File: config.mk
export PLATFORM = sky130hd
export DESIGN_NAME = soft_mute_irq
export DESIGN_NICKNAME = d
export VERILOG_FILES = /design/src/rtl/soft_mute_pkg.sv /design/src/rtl/mute_ramp.sv /design/src/rtl/jack_sync.sv /design/src/rtl/flag_irq.sv /design/src/rtl/soft_mute_irq.sv
export SDC_FILE = /design/constraint.sdc
export NUM_CORES = 1
export LEC_CHECK = 0
export BUFFER_PORTS_ARGS = -buffer_cell sky130_fd_sc_hd__buf_2
export CORE_MARGIN = 2
export CORE_UTILIZATION = 60
export CTS_CLUSTER_DIAMETER = 50
export DETAILED_ROUTE_END_ITERATION = 8
export PLACE_DENSITY = 0.83
export SLEW_MARGIN = 20
export SYNTH_ARGS = -nofsm -noshare
export SYNTH_HDL_FRONTEND = slang
export SYNTH_SLANG_ARGS = --single-unit
File: constraint.sdc
create_clock -name clk -period 4 [get_ports clk]
set_input_delay 0 -clock clk [delete_from_list [all_inputs] [get_ports clk]]
set_output_delay 0 -clock clk [all_outputs]
set_load 0.01 [all_outputs]
File: src/rtl/soft_mute_pkg.sv
package soft_mute_pkg;
    localparam int REG_ADDR_W = 3;
    localparam int REG_DATA_W = 8;
    localparam int FLAG_W     = 7;

    localparam logic [REG_ADDR_W-1:0] ADR_DAC_CTL = 3'd0;
    localparam logic [REG_ADDR_W-1:0] ADR_HP_CTL  = 3'd1;
    localparam logic [REG_ADDR_W-1:0] ADR_FLAGS   = 3'd2;
    localparam logic [REG_ADDR_W-1:0] ADR_MASK    = 3'd3;
    localparam logic [REG_ADDR_W-1:0] ADR_ICTL    = 3'd4;

    localparam int CTL_MUTE_BIT = 7;
    localparam int CTL_SB_BIT   = 4;

    localparam int FB_SC_CLR  = 6;
    localparam int FB_JACK    = 5;
    localparam int FB_SC      = 4;
    localparam int FB_HP_UP   = 3;
    localparam int FB_HP_DN   = 2;
    localparam int FB_DAC_UP  = 1;
    localparam int FB_DAC_DN  = 0;

    typedef enum logic [1:0] {
        RAMP_HOLD = 2'd0,
        RAMP_RISE = 2'd1,
        RAMP_FALL = 2'd2
    } ramp_state_e;

    typedef enum logic [1:0] {
        IRQ_LVL_HI = 2'd0,
        IRQ_LVL_LO = 2'd1,
        IRQ_PLS_HI = 2'd2,
        IRQ_PLS_LO = 2'd3
    } irq_form_e;
endpackage

File: src/rtl/mute_ramp.sv
module mute_ramp
    import soft_mute_pkg::*;
#(
    parameter int GAIN_W   = 5,
    parameter int STEP_CYC = 4
) (
    input  logic              clk,
    input  logic              rst_n,
    input  logic              mute_i,
    input  logic              sb_i,
    output logic [GAIN_W-1:0] gain_o,
    output logic              up_done_o,
    output logic              dn_done_o
);
    localparam int CNT_W = (STEP_CYC > 1) ? $clog2(STEP_CYC) : 1;
    localparam logic [GAIN_W-1:0] G_MAX  = '1;
    localparam logic [GAIN_W-1:0] G_MIN  = '0;
    localparam logic [CNT_W-1:0]  C_LAST = CNT_W'(STEP_CYC - 1);

    ramp_state_e       state_q, state_d;
    logic [CNT_W-1:0]  cnt_q, cnt_d;
    logic [GAIN_W-1:0] gain_q, gain_d;
    logic [GAIN_W-1:0] target;
    logic              tick;

    assign target = mute_i ? G_MIN : G_MAX;
    assign tick   = (cnt_q == C_LAST);

    // state register
    always_ff @(posedge clk or negedge rst_n) begin
        if (!rst_n) begin
            state_q <= RAMP_HOLD;
            cnt_q   <= '0;
            gain_q  <= '0;
        end else begin
            state_q <= state_d;
            cnt_q   <= cnt_d;
            gain_q  <= gain_d;
        end
    end

    // next state and outputs
    always_comb begin
        state_d   = state_q;
        cnt_d     = cnt_q;
        gain_d    = gain_q;
        up_done_o = 1'b0;
        dn_done_o = 1'b0;
        if (sb_i) begin
            state_d = RAMP_HOLD;
            cnt_d   = '0;
            gain_d  = target;
        end else begin
            unique case (state_q)
                RAMP_HOLD: begin
                    if (gain_q != target) begin
                        state_d = mute_i ? RAMP_FALL : RAMP_RISE;
                        cnt_d   = '0;
                    end
                end
                RAMP_RISE: begin
                    if (mute_i) begin
                        state_d = RAMP_HOLD;
                        cnt_d   = '0;
                    end else if (tick) begin
                        cnt_d  = '0;
                        gain_d = gain_q + 1'b1;
                        if (gain_q == G_MAX - 1'b1) begin
                            state_d   = RAMP_HOLD;
                            up_done_o = 1'b1;
                        end
                    end else begin
                        cnt_d = cnt_q + 1'b1;
                    end
                end
                RAMP_FALL: begin
                    if (!mute_i) begin
                        state_d = RAMP_HOLD;
                        cnt_d   = '0;
                    end else if (tick) begin
                        cnt_d  = '0;
                        gain_d = gain_q - 1'b1;
                        if (gain_q == G_MIN + 1'b1) begin
                            state_d   = RAMP_HOLD;
                            dn_done_o = 1'b1;
                        end
                    end else begin
                        cnt_d = cnt_q + 1'b1;
                    end
                end
                default: begin
                    state_d = RAMP_HOLD;
                    cnt_d   = '0;
                end
            endcase
        end
    end

    assign gain_o = gain_q;

    // outside standby the code moves by at most one per cycle
    p_step_one_r2: assert property (@(posedge clk) disable iff (!rst_n)
        !sb_i |=> ((gain_o == $past(gain_o)) ||
                   ({1'b0, gain_o} == {1'b0, $past(gain_o)} + 1'b1) ||
                   ({1'b0, gain_o} + 1'b1 == {1'b0, $past(gain_o)})));

    // a completion pulse lands on the final code
    p_up_lands_r3: assert property (@(posedge clk) disable iff (!rst_n)
        up_done_o |=> (gain_o == G_MAX));
    p_dn_lands_r3: assert property (@(posedge clk) disable iff (!rst_n)
        dn_done_o |=> (gain_o == G_MIN));

    // standby with mute drives the code to zero at once
    p_sb_snaps_r6: assert property (@(posedge clk) disable iff (!rst_n)
        (sb_i && mute_i) |=> (gain_o == G_MIN));
endmodule

File: src/rtl/jack_sync.sv
module jack_sync #(
    parameter int SYNC_STAGES = 2
) (
    input  logic clk,
    input  logic rst_n,
    input  logic jack_i,
    output logic edge_o
);
    logic [SYNC_STAGES:0] sh_q;

    always_ff @(posedge clk or negedge rst_n) begin
        if (!rst_n) sh_q <= '0;
        else        sh_q <= {sh_q[SYNC_STAGES-1:0], jack_i};
    end

    assign edge_o = sh_q[SYNC_STAGES] ^ sh_q[SYNC_STAGES-1];
endmodule

File: src/rtl/flag_irq.sv
module flag_irq
    import soft_mute_pkg::*;
(
    input  logic              clk,
    input  logic              rst_n,
    input  logic [FLAG_W-1:0] set_i,
    input  logic              wr_flags_i,
    input  logic              wr_mask_i,
    input  logic              wr_ictl_i,
    input  logic [7:0]        wdata_i,
    output logic [FLAG_W-1:0] flags_o,
    output logic [FLAG_W-1:0] mask_o,
    output logic [1:0]        form_o,
    output logic              irq_o
);
    logic [FLAG_W-1:0] flags_q, mask_q, clr;
    irq_form_e         form_q;
    logic              pulse_q, pending;

    assign clr = wr_flags_i ? wdata_i[FLAG_W-1:0] : '0;

    always_ff @(posedge clk or negedge rst_n) begin
        if (!rst_n) begin
            flags_q <= '0;
            mask_q  <= '1;
            form_q  <= IRQ_LVL_HI;
            pulse_q <= 1'b0;
        end else begin
            flags_q <= (flags_q & ~clr) | set_i;
            pulse_q <= |(set_i & ~mask_q);
            if (wr_mask_i) mask_q <= wdata_i[FLAG_W-1:0];
            if (wr_ictl_i) form_q <= irq_form_e'(wdata_i[7:6]);
        end
    end

    assign pending = |(flags_q & ~mask_q);

    always_comb begin
        unique case (form_q)
            IRQ_LVL_HI: irq_o = pending;
            IRQ_LVL_LO: irq_o = ~pending;
            IRQ_PLS_HI: irq_o = pulse_q;
            IRQ_PLS_LO: irq_o = ~pulse_q;
            default:    irq_o = pending;
        endcase
    end

    assign flags_o = flags_q;
    assign mask_o  = mask_q;
    assign form_o  = form_q;

    // a set flag stays set unless a 1 was written to it
    p_flag_hold_r7: assert property (@(posedge clk) disable iff (!rst_n)
        1'b1 |=> ((($past(flags_q) & ~$past(clr)) & ~flags_q) == '0));

    // a high pulse only follows a new unmasked set event
    p_pulse_src_r10: assert property (@(posedge clk) disable iff (!rst_n)
        (form_q == IRQ_PLS_HI && $past(form_q) == IRQ_PLS_HI && irq_o)
            |-> $past(|(set_i & ~mask_q)));
endmodule

File: src/rtl/soft_mute_irq.sv
module soft_mute_irq
    import soft_mute_pkg::*;
#(
    parameter int GAIN_W      = 5,
    parameter int STEP_CYC    = 4,
    parameter int SYNC_STAGES = 2
) (
    input  logic                  clk,
    input  logic                  rst_n,
    input  logic                  reg_wr,
    input  logic [REG_ADDR_W-1:0] reg_addr,
    input  logic [REG_DATA_W-1:0] reg_wdata,
    input  logic [REG_ADDR_W-1:0] reg_raddr,
    output logic [REG_DATA_W-1:0] reg_rdata,
    input  logic                  jack_in,
    output logic [GAIN_W-1:0]     dac_gain,
    output logic [GAIN_W-1:0]     hp_gain,
    output logic                  irq
);
    logic dac_mute_q, dac_sb_q, hp_mute_q, hp_sb_q;
    logic dac_up, dac_dn, hp_up, hp_dn, jack_edge;
    logic [FLAG_W-1:0] set_vec, flags, mask;
    logic [1:0]        form;

    always_ff @(posedge clk or negedge rst_n) begin
        if (!rst_n) begin
            dac_mute_q <= 1'b1;
            dac_sb_q   <= 1'b1;
            hp_mute_q  <= 1'b1;
            hp_sb_q    <= 1'b1;
        end else if (reg_wr) begin
            if (reg_addr == ADR_DAC_CTL) begin
                dac_mute_q <= reg_wdata[CTL_MUTE_BIT];
                dac_sb_q   <= reg_wdata[CTL_SB_BIT];
            end
            if (reg_addr == ADR_HP_CTL) begin
                hp_mute_q <= reg_wdata[CTL_MUTE_BIT];
                hp_sb_q   <= reg_wdata[CTL_SB_BIT];
            end
        end
    end

    mute_ramp #(.GAIN_W(GAIN_W), .STEP_CYC(STEP_CYC)) u_dac_ramp (
        .clk(clk), .rst_n(rst_n), .mute_i(dac_mute_q), .sb_i(dac_sb_q),
        .gain_o(dac_gain), .up_done_o(dac_up), .dn_done_o(dac_dn)
    );

    mute_ramp #(.GAIN_W(GAIN_W), .STEP_CYC(STEP_CYC)) u_hp_ramp (
        .clk(clk), .rst_n(rst_n), .mute_i(hp_mute_q), .sb_i(hp_sb_q),
        .gain_o(hp_gain), .up_done_o(hp_up), .dn_done_o(hp_dn)
    );

    jack_sync #(.SYNC_STAGES(SYNC_STAGES)) u_jack (
        .clk(clk), .rst_n(rst_n), .jack_i(jack_in), .edge_o(jack_edge)
    );

    always_comb begin
        set_vec            = '0;
        set_vec[FB_JACK]   = jack_edge;
        set_vec[FB_HP_UP]  = hp_up;
        set_vec[FB_HP_DN]  = hp_dn;
        set_vec[FB_DAC_UP] = dac_up;
        set_vec[FB_DAC_DN] = dac_dn;
    end

    flag_irq u_flags (
        .clk(clk), .rst_n(rst_n), .set_i(set_vec),
        .wr_flags_i(reg_wr && reg_addr == ADR_FLAGS),
        .wr_mask_i (reg_wr && reg_addr == ADR_MASK),
        .wr_ictl_i (reg_wr && reg_addr == ADR_ICTL),
        .wdata_i(reg_wdata), .flags_o(flags), .mask_o(mask),
        .form_o(form), .irq_o(irq)
    );

    always_comb begin
        reg_rdata = '0;
        unique case (reg_raddr)
            ADR_DAC_CTL: begin
                reg_rdata[CTL_MUTE_BIT] = dac_mute_q;
                reg_rdata[CTL_SB_BIT]   = dac_sb_q;
            end
            ADR_HP_CTL: begin
                reg_rdata[CTL_MUTE_BIT] = hp_mute_q;
                reg_rdata[CTL_SB_BIT]   = hp_sb_q;
            end
            ADR_FLAGS: reg_rdata[FLAG_W-1:0] = flags;
            ADR_MASK:  reg_rdata[FLAG_W-1:0] = mask;
            ADR_ICTL:  reg_rdata[7:6]        = form;
            default:   reg_rdata = '0;
        endcase
    end

    // a synchronised jack edge is recorded in the flag register
    p_jack_flag_r8: assert property (@(posedge clk) disable iff (!rst_n)
        jack_edge |=> flags[FB_JACK]);

    // the short-circuit positions never become set
    p_sc_quiet_r7: assert property (@(posedge clk) disable iff (!rst_n)
        1'b1 |=> (!flags[FB_SC] && !flags[FB_SC_CLR]));
endmodule

==> results of run 1 <==
cells in the mapped netlist (2+ instances only):
| cell type | number | area (µm²) |
|---|---|---|
| a21o_1 | 2 | 15.0 |
| a21oi_1 | 2 | 10.0 |
| a2bb2oi_1 | 2 | 17.5 |
| a31oi_1 | 5 | 31.3 |
| and2_1 | 2 | 12.5 |
| and3b_1 | 2 | 17.5 |
| and4b_1 | 4 | 40.0 |
| buf_2 | 3 | 15.0 |
| buf_4 | 2 | 15.0 |
| clkbuf_1 | 2 | 7.51 |
| dfrtp_1 | 31 | 776 |
| dfstp_2 | 11 | 289 |
| ha_1 | 16 | 200 |
| inv_1 | 16 | 60.1 |
| mux2_1 | 11 | 124 |
| mux2_2 | 6 | 67.6 |
| mux2_4 | 2 | 30.0 |
| mux2i_1 | 15 | 150 |
| nand2_1 | 10 | 37.5 |
| nand2b_1 | 9 | 56.3 |
| nand3_1 | 2 | 10.0 |
| nand3_2 | 2 | 20.0 |
| nand3b_1 | 5 | 37.5 |
| nand4b_1 | 2 | 17.5 |
| nor2_1 | 17 | 63.8 |
| nor2b_1 | 3 | 18.8 |
| nor3_1 | 8 | 40.0 |
| nor3_2 | 2 | 20.0 |
| nor3b_1 | 4 | 30.0 |
| nor3b_2 | 2 | 25.0 |
| nor4_1 | 3 | 18.8 |
| nor4b_1 | 2 | 17.5 |
| o21a_1 | 6 | 45.0 |
| o21ai_1 | 2 | 10.0 |
| o21ai_4 | 2 | 32.5 |
| o221ai_2 | 2 | 30.0 |
| o22ai_1 | 2 | 12.5 |
| o311a_1 | 2 | 20.0 |
| o31a_1 | 4 | 35.0 |
| o32ai_1 | 2 | 17.5 |
| or2_1 | 3 | 18.8 |
| xnor2_1 | 3 | 26.3 |
| xor2_1 | 3 | 26.3 |
per-stage QoR:
stage	total power, mW	cells	hold WS [ns]
after floorplan	1.15	248	-0.296
after global placement	1.31	329	0.108
after detailed placement	1.34	329	0.111
after CTS	1.69	347	0.111
after global routing	1.80	347	0.127
final	1.69	347	0.122
registers in the layout, indices dropped and copies added, names as in the netlist, 3 cells and up:
| name | count |
|---|---|
| u_jack.sh_q | 3 |
| u_flags.flags_o | 7 |
| u_flags.mask_o | 7 |
| u_dac_ramp.gain_o | 5 |
| u_hp_ramp.gain_o | 5 |
where the power goes:
group | switching (mW) | total [mW] | internal (mW)
Sequential | 0.174 | 0.719 | 0.545
Combinational | 0.321 | 0.636 | 0.314
Clock | 0.148 | 0.332 | 0.184
metal layers:
layer | GRT usage | up-vias
met5 | 0 | -
met4 | 0.0629 | 0
met3 | 0.0356 | 5
met2 | 0.377 | 50
met1 | 0.332 | 1004
li1 | - | 994
cells by family (layout without fill, tap and decap cells):
family,count (synthesis),after routing,synth area share
XOR/XNOR,6,6,0.0196
adder cells (fa/ha/maj),16,16,0.0747
multiplexers,35,35,0.147
AND/OR/NAND/NOR,85,85,0.196
buffers and inverters,23,70,0.0364
AO/OA/AOI/OAI,41,41,0.128
flip-flops,42,42,0.397
worst max-delay path: cells and delay by family (launching register included):
kind	cells	cell delay [ns]
flip-flops	1	0.41
buffers and inverters	1	0.09
AND/OR/NAND/NOR	1	0.19
multiplexers	1	0.34
AO/OA/AOI/OAI	2	0.45
adder cells (fa/ha/maj)	1	0.37
final cells by class:
cell class | instances | area [µm²] | area share
Timing Repair Buffer | 46 | 280 | 0.0905
Clock buffer | 5 | 68.8 | 0.0222
Clock inverter | 3 | 40.0 | 0.0129
Sequential cell | 42 | 1060 | 0.344
Multi-Input combinational cell | 183 | 1520 | 0.490
Tap cell | 52 | 65.1 | 0.0210
Inverter | 16 | 60.1 | 0.0194
worst max path at each step:
stage,to,depth (start not counted)
2_1_floorplan,u_dac_ramp.state_q[0]$_DFFE_PN0P_,7
4_1_cts,u_dac_ramp.state_q[0]$_DFFE_PN0P_,6
5_1_grt,u_dac_ramp.state_q[0]$_DFFE_PN0P_,6
3_3_place_gp,u_dac_ramp.state_q[0]$_DFFE_PN0P_,6
3_5_place_dp,u_dac_ramp.state_q[0]$_DFFE_PN0P_,6
6_report,u_dac_ramp.state_q[0]$_DFFE_PN0P_,6
==> summary.md, run 1 <==
| Metric | Value |
|---|---|
| Final Critical Period | 1.95 ns |
| Max Clk Rate | 512 MHz |
| Post-CTS Setup Bufs | 0 |
| Initial Utilization | 0.620 |
| Worst Slack Setup Final | 2.05 ns |
| Crit. Startpoint | u_dac_ramp.state_q[0]$_DFFE_PN0P_ |
| Vias in the first global route | 1,916 |
| Max Slew Vio Count | 0 |
| Vert. Die Dim | 70.8 µm |
| Most common cell after layout, fill and taps aside | buf_2 |
| HP Start | reg_addr[2] |
| DP HPWL | 3.95 mm |
| GPL Wtd Cong | 0.783 |
| Core Area | 0.00432 mm² |
| Sequential cell area fraction in the yosys report | 0.397 |
| Final Cycle Share | 0.489 |
| Worst hold path class | input port to flop |
| CP Launch Type | flop |
| Die width | 70.8 µm |
| Kind of critical path | flop to flop |
| Worst path slowest cell | dfrtp_1 |
| Synth Cell Area | 0.00268 mm² |
| Fin util | 0.716 |
| Reg-to-Reg End | u_dac_ramp.state_q[0]$_DFFE_PN0P_ |
| CTS Buf Count | 5 |
| Top_reg_cell synth | dfrtp_1 |
| Critical path, cell by cell | inv_1 -> ha_1 -> nand2_1 -> a311o_1 -> o221ai_2 -> mux2_1 |
| Clock Skew | 0.00541 ns |
| Avg Inst Size Synth | 10.8 µm² |
| Boundary Pins | 37 |
| Worst-path maximum fanout | 9 |
| Finished Cell Area | 0.00310 mm² |
| FILL cells | 320 |
| Synth warn | 0 |
| Routed Wire Length | 5.61 mm |
| RR Startpoint | u_dac_ramp.state_q[0]$_DFFE_PN0P_ |
| Worst-Margin Slew | 0.917 ns |
| Clock H-tree levels | 2 |
| Met1 wire length | 2.64 mm |
| Met2 routed WL | 2.67 mm |
| Via/cell ratio | 5.92 |
| Share of layout cells above drive strength 1 | 0.251 |
| CTS tree | built |
| Worst slack at placement | 2.10 ns |
| Met3 Wirelength | 259 µm |
| CP arrival | 2.14 ns |
| Gr usage total | 0.234 |
| Outcome | complete, no violations |
| Endpoint, Worst Hold | hp_sb_q$_DFFE_PN1P_ |
| Number of synthesized flops with an enable pin | 0 |
| Seq cells post-synth | 42 |
| Required time worst endpoint | 4.18 ns |
| Top sig layer | met4 |
| Power Density | 545 mW/mm² |
| Commonest non-fill, non-tap cells in the layout | buf_2, dfrtp_1, nor2_1 |
| Clk root buf | clkbuf_8 |
| Hold Buf Count CTS | 10 |
| Clk buf depth | 2 |
| Mapped Nets | 282 |
| Drt pass-1 iters | 4 |
| Total Nets Final | 328 |
| R2R cell count | 6 |
| Initial antenna violation count | 0 |
| ANT cells | 0 |
| Fraction of registers with async set/reset | 1.00 |
| DIE AREA | 0.00502 mm² |
| Post-CTS sizing | 0 |
| Peak VDD IR | 0.000371 V |
| Clock Latency Late Sink | 0.30 ns |
| Clk slew on worst S/H paths | 0.08 ns |
| Worst path max stage delay | 0.41 ns |
| Largest net degree at the start of global routing | 43 |
| DR vias | 2,053 |
| Max-cap violation count | 0 |
| # rows | 24 |
| Num Clock Sinks | 42 |
| GRT Residual Overflow | 0 |
| Final setup viols | 0 |
| Synth cell types | 55 |
| Relative slew slack | 0.389 |
| RSZ-0062 raised after global routing | false |
| CP Capture Type | flop |
| Setup TNS | 0 ns |
| DRT iter0 DRCs | 116 |
| Static leakage | 1.39 nW |
| Cells after synthesis | 248 |
| First-pass GRT wire length | 9.15 mm |
| Post-place instance area | 0.00289 mm² |
| WL/cell | 16.2 µm |
| Port Buf Inserts | 36 |
| R2r setup slk | 2.05 ns |
| Post-route DRC | 0 |
| Area Overhead vs Synth | 15.6% |
| Hold depth | 3 |
| Fin. Hold Viols | 0 |
| Post-route ant nets | 0 |
Note: power is estimated with default switching activity, not from simulation.
==> run 2: changes to the inputs <==
Settings changed: CORE_UTILIZATION 60 to 58, PLACE_DENSITY 0.83 to 0.8.
Clock period 4 ns to 2 ns, I/O delays scaled along.
==> run 2 against run 1 <==
Non-clock buffer count rose by 6. Critical path depth did not move. Clock skew barely moved. Combinational power rose by 110%. Sequential share of layout area fell by 0.47 points. Register-to-register slack got worse by 1.9 ns. Maximum frequency rose by 6.4%. Highest routed layer unchanged.
==> summary.md, run 2 (synthesis gave the netlist of run 1 again) <==
| Metric | Value |
|---|---|
| WL/cell | 15.3 µm (was 16.2 µm) |
| Relative slew slack | 0.630 (was 0.389) |
| Max Slew Vio Count | 0 (unchanged) |
| Post-CTS Setup Bufs | 0 (unchanged) |
| ANT cells | 0 (unchanged) |
| Outcome | complete, no violations (unchanged) |
| GRT Residual Overflow | 0 (unchanged) |
| Peak VDD IR | 0.000700 V (was 0.000371 V) |
| Worst slack at placement | 0.199 ns (was 2.10 ns) |
| Required time worst endpoint | 2.18 ns (was 4.18 ns) |
| Vert. Die Dim | 72.0 µm (was 70.8 µm) |
| CP Capture Type | flop (unchanged) |
| Worst Slack Setup Final | 0.164 ns (was 2.05 ns) |
| Kind of critical path | flop to flop (unchanged) |
| CP arrival | 2.02 ns (was 2.14 ns) |
| Crit-path leading delay family | flip-flops (was compound AO/OA/AOI/OAI gates) |
| Static leakage | 1.42 nW (was 1.39 nW) |
| Core Area | 0.00441 mm² (was 0.00432 mm²) |
| Fin. Hold Viols | 0 (unchanged) |
| Clock Latency Late Sink | 0.30 ns (about the same) |
| Post-place instance area | 0.00293 mm² (was 0.00289 mm²) |
| Cells after DPL | 335 (was 329) |
| Post-CTS sizing | 0 (unchanged) |
| Critical path, cell by cell | inv_1 -> ha_1 -> nand3b_1 -> a31o_1 -> o221ai_2 -> mux2_1 (was inv_1 -> ha_1 -> nand2_1 -> a311o_1 -> o221ai_2 -> mux2_1) |
| Setup TNS | 0 ns (unchanged) |
| Via/cell ratio | 5.92 (about the same) |
| Max Clk Rate | 545 MHz (was 512 MHz) |
| CTS tree | built (unchanged) |
| Area Overhead vs Synth | 17.1% (was 15.6%) |
| Clk root buf | clkbuf_8 (unchanged) |
| First-pass GRT wire length | 9.16 mm (was 9.15 mm) |
| DRT iter0 DRCs | 88 (was 116) |
| DR vias | 2,088 (was 2,053) |
| DP HPWL | 4.14 mm (was 3.95 mm) |
| Reg-to-Reg End | u_hp_ramp.state_q[0]$_DFFE_PN0P_ (was u_dac_ramp.state_q[0]$_DFFE_PN0P_) |
| Largest net degree at the start of global routing | 20 (was 43) |
| Clk buf depth | 2 (unchanged) |
| Worst hold path class | input port to asynchronous set/reset pin (was input port to flop) |
| Worst Setup EP | u_hp_ramp.state_q[0]$_DFFE_PN0P_ (was u_dac_ramp.state_q[0]$_DFFE_PN0P_) |
| Drt pass-1 iters | 4 (unchanged) |
| Share of layout cells above drive strength 1 | 0.259 (was 0.251) |
| # rows | 24 (unchanged) |
| Instance count on the critical path | 6 (unchanged) |
| RSZ-0062 raised after global routing | false (unchanged) |
| R2R cell count | 6 (unchanged) |
| Final setup viols | 0 (unchanged) |
| CP Launch Type | flop (unchanged) |
| Die width | 72.0 µm (was 70.8 µm) |
| Initial Utilization | 0.607 (was 0.620) |
| Post-route ant nets | 0 (unchanged) |
| Commonest non-fill, non-tap cells in the layout | buf_2, dfrtp_1, nor2_1 (unchanged) |
| Clock Skew | 0.00518 ns (was 0.00541 ns) |
| CP bufs+invs | 1 (unchanged) |
| Worst path slowest cell | dfrtp_1 (unchanged) |
| Finished Cell Area | 0.00314 mm² (was 0.00310 mm²) |
| CTS Buf Count | 5 (unchanged) |
| Fin util | 0.711 (was 0.716) |
| Non-filler cells in the finished layout | 353 (was 347) |
| Total Nets Final | 334 (was 328) |
| Routed Wire Length | 5.40 mm (was 5.61 mm) |
| Worst-Margin Slew | 0.553 ns (was 0.917 ns) |
| DIE AREA | 0.00518 mm² (was 0.00502 mm²) |
| Max-cap violation count | 0 (unchanged) |
| Initial antenna violation count | 0 (unchanged) |
| Worst-path maximum fanout | 9 (unchanged) |
| Port Buf Inserts | 36 (unchanged) |
| Post-route DRC | 0 (unchanged) |
| Clock H-tree levels | 2 (unchanged) |
| Crit. Startpoint | u_hp_ramp.state_q[0]$_DFFE_PN0P_ (was u_dac_ramp.state_q[0]$_DFFE_PN0P_) |
| R2r setup slk | 0.16 ns (was 2.05 ns) |
| Boundary Pins | 37 (unchanged) |
| Final Cycle Share | 0.918 (was 0.489) |
| Num Clock Sinks | 42 (unchanged) |
| GPL Wtd Cong | 0.819 (was 0.783) |
| RR Startpoint | u_hp_ramp.state_q[0]$_DFFE_PN0P_ (was u_dac_ramp.state_q[0]$_DFFE_PN0P_) |
| Gr usage total | 0.228 (was 0.234) |
| Vias in the first global route | 1,974 (was 1,916) |
| Power Density | 1080 mW/mm² (was 545 mW/mm²) |
| Hold Buf Count CTS | 10 (unchanged) |
| Worst path max stage delay | 0.40 ns (was 0.41 ns) |
| Most common cell after layout, fill and taps aside | buf_2 (unchanged) |
| Clk slew on worst S/H paths | 0.08 ns (about the same) |
| Final Critical Period | 1.84 ns (was 1.95 ns) |
[run 2: changes by cell type in the layout (fill, tap and decap cells not counted)]
| cell | before | now |
|---|---|---|
| clkinv_2 | 2 | 0 |
| buf_4 | 0 | 6 |
| clkbuf_1 | 0 | 2 |
[run 2: area by class of cell]
| cell class | instances | area [µm²] |
|---|---|---|
| clock buffers | 7 | 76.3 |
| clock inverters | 1 | 30.0 |
| fillers | 323 | 1280 |
| inverters | 16 | 60.1 |
| multi-input cells | 183 | 1520 |
| flip-flops and latches | 42 | 1060 |
| well taps | 52 | 65.1 |
| repair buffers | 52 | 325 |
[run 2: stage by stage]
stage          power (mW)  hold WS, ns
5_1_grt              3.62        0.147
6_report             3.38        0.108
3_5_place_dp         2.71       -0.101
3_3_place_gp         2.66      -0.0949
2_1_floorplan        2.30       -0.296
4_1_cts              3.39        0.113
[run 2: worst reg2reg max path: cells and delay by family, from the launching register on]
| family | cells | cell delay (ns) |
|---|---|---|
| flip-flops | 1 | 0.40 |
| AND/OR/NAND/NOR | 1 | 0.21 |
| buffers and inverters | 1 | 0.09 |
| multiplexers | 1 | 0.35 |
| AO/OA/AOI/OAI | 2 | 0.32 |
| adder cells (fa/ha/maj) | 1 | 0.35 |
[run 2: per-layer routing]
| layer | share of wire | up-vias | GRT usage |
|---|---|---|---|
| met1 | 0.49 | 1018 | 0.329 |
| met3 | 0.044 | 12 | 0.0361 |
| met2 | 0.45 | 57 | 0.338 |
| li1 | - | 1001 | - |
| met5 | 0 | - | 0 |
| met4 | 0.021 | 0 | 0.107 |
[run 2: worst min-delay path by stage]
stage | startpoint | to | cells past startpoint
after floorplan | rst_n | u_dac_ramp.cnt_q[0]$_DFFE_PN0P_ | 0
after global placement | rst_n | u_dac_ramp.gain_o[4]$_DFFE_PN0P_ | 1
after detailed placement | rst_n | u_dac_ramp.gain_o[3]$_DFFE_PN0P_ | 1
after CTS | reg_addr[2] | hp_sb_q$_DFFE_PN1P_ | 3
after global routing | rst_n | u_dac_ramp.gain_o[4]$_DFFE_PN0P_ | 2
final | rst_n | u_jack.sh_q[2]$_DFF_PN0_ | 2
[run 2: power breakdown]
group / total [mW] / switching [mW] / internal, mW / leakage, nW
Combinational: 1.32 / 0.668 / 0.651 / 0.871
Clock: 0.652 / 0.279 / 0.373 / 0.0524
Sequential: 1.41 / 0.317 / 1.09 / 0.492
